[src/rtl/gpi_route_pkg.sv]
package gpi_route_pkg;
    localparam int ROUTE_W = 2;

    typedef enum logic [ROUTE_W-1:0] {
        RT_OFF  = 2'b00,
        RT_SMI  = 2'b01,
        RT_SCI  = 2'b10,
        RT_RSVD = 2'b11
    } route_e;

    typedef enum logic [2:0] {
        PS_RUN = 3'd0,
        PS_S1  = 3'd1,
        PS_S2  = 3'd2,
        PS_S3  = 3'd3,
        PS_S4  = 3'd4,
        PS_S5  = 3'd5
    } pstate_e;
endpackage

[src/rtl/gpi_sync_edge.sv]
module gpi_sync_edge #(
    parameter int N      = 16,
    parameter int STAGES = 2
) (
    input  logic         clk,
    input  logic         rst_n,
    input  logic [N-1:0] pin,
    input  logic [N-1:0] is_input,
    output logic [N-1:0] rise
);
    logic [N-1:0] sync_q [STAGES];
    logic [N-1:0] prev_q;

    always_ff @(posedge clk or negedge rst_n) begin
        if (!rst_n) begin
            for (int k = 0; k < STAGES; k++) sync_q[k] <= '0;
            prev_q <= '0;
        end else begin
            sync_q[0] <= pin;
            for (int k = 1; k < STAGES; k++) sync_q[k] <= sync_q[k-1];
            prev_q <= sync_q[STAGES-1];
        end
    end

    assign rise = sync_q[STAGES-1] & ~prev_q & is_input;
endmodule

[src/rtl/gpi_route_regs.sv]
module gpi_route_regs
    import gpi_route_pkg::*;
#(
    parameter int N  = 16,
    parameter int DW = 32
) (
    input  logic                 clk,
    input  logic                 rst_n,
    input  logic [N-1:0]         set_evt,
    input  logic                 reg_wr,
    input  logic                 reg_sel,
    input  logic [DW-1:0]        reg_wdata,
    output logic [N*ROUTE_W-1:0] route_q,
    output logic [N-1:0]         status_q
);
    localparam int RW = N * ROUTE_W;

    logic         wr_route, wr_status;
    logic [N-1:0] clr_mask;

    assign wr_route  = reg_wr && !reg_sel;
    assign wr_status = reg_wr &&  reg_sel;
    assign clr_mask  = wr_status ? reg_wdata[N-1:0] : '0;

    always_ff @(posedge clk or negedge rst_n) begin
        if (!rst_n) begin
            route_q  <= '0;
            status_q <= '0;
        end else begin
            if (wr_route) route_q <= reg_wdata[RW-1:0];
            status_q <= (status_q & ~clr_mask) | set_evt;
        end
    end

    // a written one clears its flag unless an edge arrives in the same cycle
    a_r7_w1c_clears: assert property (@(posedge clk) disable iff (!rst_n)
        wr_status |=> ((status_q & $past(reg_wdata[N-1:0] & ~set_evt)) == '0));

    // flags are sticky without a status write
    a_r6_flag_sticky: assert property (@(posedge clk) disable iff (!rst_n)
        !wr_status |=> ((status_q & $past(status_q)) == $past(status_q)));
endmodule

[src/rtl/gpi_route_gate.sv]
module gpi_route_gate
    import gpi_route_pkg::*;
#(
    parameter int N = 16
) (
    input  logic [N*ROUTE_W-1:0] route,
    input  logic [N-1:0]         status,
    input  logic [N-1:0]         is_input,
    input  logic [N-1:0]         smi_en,
    input  logic [N-1:0]         gpe_en,
    output logic                 smi_any,
    output logic                 sci_any,
    output logic                 wake_any
);
    logic [N-1:0] smi_hit, sci_hit;

    for (genvar i = 0; i < N; i++) begin : g_in
        route_e rc;
        logic   live;
        assign rc   = route_e'(route[i*ROUTE_W +: ROUTE_W]);
        assign live = status[i] && is_input[i];
        always_comb begin
            smi_hit[i] = 1'b0;
            sci_hit[i] = 1'b0;
            unique case (rc)
                RT_SMI:  smi_hit[i] = live && smi_en[i];
                RT_SCI:  sci_hit[i] = live && gpe_en[i];
                RT_OFF,
                RT_RSVD: ;
                default: ;
            endcase
        end
    end

    assign smi_any  = |smi_hit;
    assign sci_any  = |sci_hit;
    assign wake_any = |(status & gpe_en);
endmodule

[src/rtl/gpi_event_router.sv]
module gpi_event_router
    import gpi_route_pkg::*;
#(
    parameter int N      = 16,
    parameter int DW     = 32,
    parameter int STAGES = 2
) (
    input  logic          clk,
    input  logic          rst_n,
    input  logic [N-1:0]  gpi_pin,
    input  logic [N-1:0]  gpi_is_input,
    input  logic [N-1:0]  smi_en,
    input  logic [N-1:0]  gpe_en,
    input  logic [2:0]    sleep_state,
    input  logic          pwrbtn_ovr,
    input  logic          reg_wr,
    input  logic          reg_sel,
    input  logic [DW-1:0] reg_wdata,
    output logic [DW-1:0] reg_rdata,
    output logic          smi_n,
    output logic          sci,
    output logic          wake_req
);
    localparam int RW = N * ROUTE_W;

    logic [N-1:0]  rise, status_q;
    logic [RW-1:0] route_q;
    logic          smi_any, sci_any, wake_any, wake_ok;

    gpi_sync_edge #(.N(N), .STAGES(STAGES)) u_sync (
        .clk(clk), .rst_n(rst_n), .pin(gpi_pin),
        .is_input(gpi_is_input), .rise(rise)
    );

    gpi_route_regs #(.N(N), .DW(DW)) u_regs (
        .clk(clk), .rst_n(rst_n), .set_evt(rise),
        .reg_wr(reg_wr), .reg_sel(reg_sel), .reg_wdata(reg_wdata),
        .route_q(route_q), .status_q(status_q)
    );

    gpi_route_gate #(.N(N)) u_gate (
        .route(route_q), .status(status_q), .is_input(gpi_is_input),
        .smi_en(smi_en), .gpe_en(gpe_en),
        .smi_any(smi_any), .sci_any(sci_any), .wake_any(wake_any)
    );

    always_comb begin
        wake_ok = 1'b0;
        case (sleep_state)
            PS_S1, PS_S2, PS_S3, PS_S4: wake_ok = 1'b1;
            PS_S5:                      wake_ok = !pwrbtn_ovr;
            default:                    wake_ok = 1'b0;
        endcase
    end

    assign smi_n     = !smi_any;
    assign sci       = sci_any;
    assign wake_req  = wake_any && wake_ok;
    assign reg_rdata = reg_sel ? DW'(status_q) : DW'(route_q);

    // never wake while running
    a_r9_no_wake_run: assert property (@(posedge clk) disable iff (!rst_n)
        (sleep_state == 3'd0) |-> !wake_req);

    // forced shutdown blocks wake
    a_r10_pbo_s5: assert property (@(posedge clk) disable iff (!rst_n)
        (sleep_state == 3'd5 && pwrbtn_ovr) |-> !wake_req);

    // SMI request needs a live, enabled flag somewhere
    a_r8_smi_source: assert property (@(posedge clk) disable iff (!rst_n)
        !smi_n |-> |(status_q & gpi_is_input & smi_en));

    // SCI request needs a live flag with event enable
    a_r4_sci_gated: assert property (@(posedge clk) disable iff (!rst_n)
        sci |-> |(status_q & gpi_is_input & gpe_en));
endmodule

[config.mk]
export PLATFORM = sky130hd
export DESIGN_NAME = gpi_event_router
export DESIGN_NICKNAME = d
export VERILOG_FILES = /design/src/rtl/gpi_route_pkg.sv /design/src/rtl/gpi_sync_edge.sv /design/src/rtl/gpi_route_regs.sv /design/src/rtl/gpi_route_gate.sv /design/src/rtl/gpi_event_router.sv
export SDC_FILE = /design/constraint.sdc
export NUM_CORES = 1
export LEC_CHECK = 0
export BUFFER_PORTS_ARGS = -buffer_cell sky130_fd_sc_hd__buf_2
export CAP_MARGIN = 40
export CORE_AREA = 2 2 80 112
export DETAILED_ROUTE_END_ITERATION = 8
export DIE_AREA = 0 0 82 114
export GPL_ROUTABILITY_DRIVEN = 0
export PLACE_DENSITY = 0.82
export REMOVE_ABC_BUFFERS = 1
export SYNTH_ARGS = -nofsm -noshare
export SYNTH_HDL_FRONTEND = slang
export SYNTH_SLANG_ARGS = --single-unit
[constraint.sdc]
create_clock -name clk -period 1.8 [get_ports clk]
set_clock_uncertainty 0.15 [all_clocks]
set_input_delay 0.18 -clock clk [delete_from_list [all_inputs] [get_ports clk]]
set_output_delay 0.18 -clock clk [all_outputs]
set_load 0.005 [all_outputs]
======== Yosys cells after proc, flatten, opt, wreduce, memory -nomap -nowiden ========
Cells that the tools add are included.
storage, ports and cells
  register bits after elaboration ......... 96
  bits of input ports ..................... 104
  output and inout bits ................... 35
operators by class
  eq/ne operators ......................... 37
  muxes and demuxes ....................... 35
  bitwise gates (word level) .............. 7
  reduce and logical (&&, ||, !) cells .... 58
operator list
  cell                                           count
  bitwise AND 16 bit                             4
  logical AND 1 bit                              51
  OR reduction 16 bit                            3
  == test 2 x 1 -> 1 bit, second input constant  16
  == test 2 bit, second input constant           16
  2-to-1 mux 1 bit                               32
  2-to-1 mux 32 bit                              1
  NOT 16 bit                                     2
  2-to-1 mux 16 bit                              1
  bitwise OR 16 bit                              1
  == test 3 x 2 -> 1 bit, second input constant  2
  == test 3 bit, second input constant           2
  OR reduction 4 bit                             1
  == test 3 x 1 -> 1 bit, second input constant  1
  logical NOT 1 bit                              3
  case mux 1 bit (2 select lines)                1

======== Depth between registers and ports, before layout ========
  word-level depth ........................ 5
  mapped depth ............................ 7

======== Hierarchy ========
A second synthesis with hierarchy kept.
unflattened totals
  cell total of the unflattened synthesis .. 323
  area, all modules ....................... 4169.0 sq um
modules (own cells, without submodules)
  module            times used  cells an instance  area each (sq um)  sequential area each (sq um)
  gpi_route_regs    1           121                1988.2             1201.2
  gpi_sync_edge     1           64                 1341.3             1201.2
  gpi_route_gate    1           99                 508.0              0.0
  gpi_event_router  1           39                 331.6              0.0

======== Worst setup path after synthesis ========
OpenSTA, ideal clock, no wires.
  path type ............................... register -> output
  start ................................... register u_regs.status_q[5]
  end ..................................... output port wake_req
  arrival ................................. 1024 ps
  setup slack ............................. 446 ps
  stages on the path, launching flop included .. 5
  path buffers ............................ 0
  path through ............................ dfrtp_1 > a22o_1 > a221oi_1 > nand4_1 > o311a_1
between the ends
  word-level cells in the longest chain between the ends .. 3
ends and longest elaborated chain
  item                    RTL line                RTL
  from (decl)             gpi_route_regs.sv:14    output logic [N-1:0] status_q
  from (signal assigned)  gpi_route_regs.sv:31    status_q <= (status_q & ~clr_mask) | set_evt;
  bitwise AND 16 bit      gpi_route_gate.sv:37    assign wake_any = |(status & gpe_en);
  OR reduction 16 bit     gpi_route_gate.sv:37
  logical AND 1 bit       gpi_event_router.sv:58  assign wake_req = wake_any && wake_ok;
  to (decl)               gpi_event_router.sv:22  output logic wake_req
Every way passes these cells.

======== Worst setup path after layout ========
Same ends and word-level chain as after synthesis.

==> results.toml <==
[finish]
final_cells = 668
utilization_pct = 71.1
n_antenna_cell = 0
final_cell_mix = "buf_2, dfrtp_1, nand2_1"
area_growth_pct = 47.6
layout_commonest_cell = "buf_2"
drive_gt1_share_pct = 42.8
nNetsFinal = 662

[sta]
rsz0062_at_grt = "yes"
fmax_mhz = 508
slew_headroom_pct = 74.7
finalSetupViolations = 3
tightestPinTransition_ps = 377
fin_crit_ps = 1970
period_share_pct = 109
fin_ws_ps = -170
hold_viol_final = 0
slew_violations = 0
setup_tns_ps = -412

[placement]
place_inst = 577
pre_cts_ws_ps = 144
dp_hpwl_um = 8190
io_buffer_count = 138

[clock_network]
cts_inserted_buffers = 9
worstSkewPairLatency_ps = 340
cts.sinks = 96
ctsRootBufferMaster = "clkbuf_16"
tritoncts = "done"
clk_path_buf_depth = 2
clk_pin_slew_ps = 60
cts.htree.levels = 3

[routing]
wl_per_cell_um = 18.1
wirelength_um = 12100
drc_errors = 0
vias = 3523
first_pass_iters = 4
ant_nets = 0
dr.first_iter.drc_count = 298
viasPerCell = 5.27

[die]
die_w_um = 82
die-area_um2 = 9350
rows = 40
die_h_um = 114
ios = 139
start_util_pct = 48.2
coreArea_um2 = 8410

[logic_synthesis]
ys_seq_area_share_pct = 59.3
syn_area_um2 = 4050
ys.flop_type = "dfrtp_1"
synth_top_area_share_pct = 59.3
synth_edf_count = 0
syn_area_per_cell_um2 = 12.1
syn_inst = 336
yosysTopAreaCell = "dfrtp_1"
synth.top_cells.by_area = "dfrtp_1, mux2_4, nand2_1, mux2_2, nor3_1"
synth_cell_types = 24
ys_warn_count = 0
synth_seq_cells = 96
async_reset_ff_share_pct = 100

[run_status]
violations = "setup timing"
status = "finished, violations left"

[setup_path]
setup.worst_path.class = "flop to output pin"
path_cells = "a22o_1 -> a221oi_2 -> nand4_1 -> o311a_1 -> buf_2"
cpMaxStageDelayCell = "dfrtp_1"
end_kind = "output pin"
worstPathMaxFanout = 4
worstRegToRegCells = 2
crit-reg2reg-launch = "u_regs.route_q[6]"
cp_num_buf_inv = 1
critical_path.top_delay_family = "compound AO/OA/AOI/OAI gates"
arrival_ps = 1640
setup.worst_path.start_class = "flop"
critical_path_required_ps = 1470
worst_r2r_endpoint = "u_regs.route_q[6]"
r2r_setup_slack_ps = 690
max_stage_delay_ps = 420

[global_routing]
overflow = 0
grt_pass1_wl_um = 18400
grt_max_degree = 43
antenna_found_initial = 0
grt_pass1_vias = 3742
grt_use_total_pct = 27.1

[power_and_ir_drop]
p_leak_nw = 2.85
power_mw = 5.46
power.density_nw_per_um2 = 913
max-vdd-ir-drop_mv = 0.669

[run]
drv_cap = 0

[worst_hold_path]
hp-class = "input pin to async pin"
-- through the flow --
| step | hold WS [ps] | cell area [um^2] |
|---|---|---|
| after floorplan | -266 | 3940 |
| after global placement | -75.3 | 4880 |
| after detailed placement | -73.3 | 4880 |
| after CTS | 100 | 5890 |
| after global routing | 110 | 5980 |
| final | 105 | 5980 |
-- routing by layer --
| layer | track usage [%] | part of all wire, % | wire length (um) |
|---|---|---|---|
| met1 | 33.0 | 37 | 4520 |
| met2 | 44.4 | 52 | 6310 |
| met3 | 3.40 | 5.7 | 688 |
| met4 | 17.8 | 4.9 | 597 |
| met5 | 0 | 0 | 0 |
-- sequential cells by signal, summed over array words and instances, names as in the netlist --
name	count
u_regs.status_q	16
u_sync.sync_q	32
u_regs.route_q	32
u_sync.prev_q	16
-- synthesized netlist by cell type (2+ instances only) --
cell type / n
buf_12: 3
nand2_1: 93
buf_2: 2
nor4_1: 8
nand4_1: 2
a221oi_1: 4
nor3_1: 32
mux2_4: 30
mux2_2: 18
o21ai_0: 5
o21ai_1: 9
nor2b_1: 16
buf_6: 3
dfrtp_1: 96
inv_1: 2
a32o_1: 2
a22o_1: 4
-- logic make-up (layout without fill, tap and decap cells) --
kind of cell	after synthesis	after routing	share of synthesized area, %
compound gates	26	26	4.39
buf+inv	12	239	3.03
flops	96	96	59.3
mux	48	48	16.1
simple gates	154	154	17.2
-- timing repair --
| action | in CTS | in global routing |
|---|---|---|
| pin swaps | 8 | 10 |
| hold buffers | 65 | 0 |
| setup buffers | 5 | 5 |
| setup endpoints to repair | 3 | 3 |
| hold endpoints to repair | 160 | 0 |
| gates resized for setup | 9 | 12 |
-- worst max path at each step --
| stage | startpoint | to | slack, ps | cells after the start |
|---|---|---|---|---|
| after detailed placement | u_regs.status_q[11] | wake_req | 140 | 5 |
| final | u_regs.status_q[5] | wake_req | -170 | 5 |
| after global routing | u_regs.status_q[11] | wake_req | -210 | 5 |
| after global placement | u_regs.status_q[11] | wake_req | 160 | 5 |
| after CTS | u_regs.status_q[0] | wake_req | -140 | 5 |
| after floorplan | reg_wr | u_regs.route_q[0] | -400 | 2 |
-- report_power, final --
| group | switching, mW | leakage, nW | internal, mW |
|---|---|---|---|
| clock | 0.796 | 0.128 | 0.969 |
| combinational | 0.455 | 1.60 | 0.644 |
| sequential | 0.221 | 1.12 | 2.38 |
| total | 1.47 | 2.85 | 3.99 |
-- worst reg2reg max path: cells and delay by family (launching register included) --
kind     cells  cell delay (ps)
buf+inv      1              160
flops        1              430
mux          1              260
-- area by class of cell --
| cell class | count | area, um^2 |
|---|---|---|
| well taps | 105 | 131 |
| flip-flops and latches | 96 | 2400 |
| inverters | 2 | 7.51 |
| clock inverters | 5 | 32.5 |
| clock buffers | 11 | 243 |
| multi-input cells | 228 | 1640 |
| repair buffers | 221 | 1530 |
| fillers | 568 | 2430 |
(Power assumes the default switching activity.)
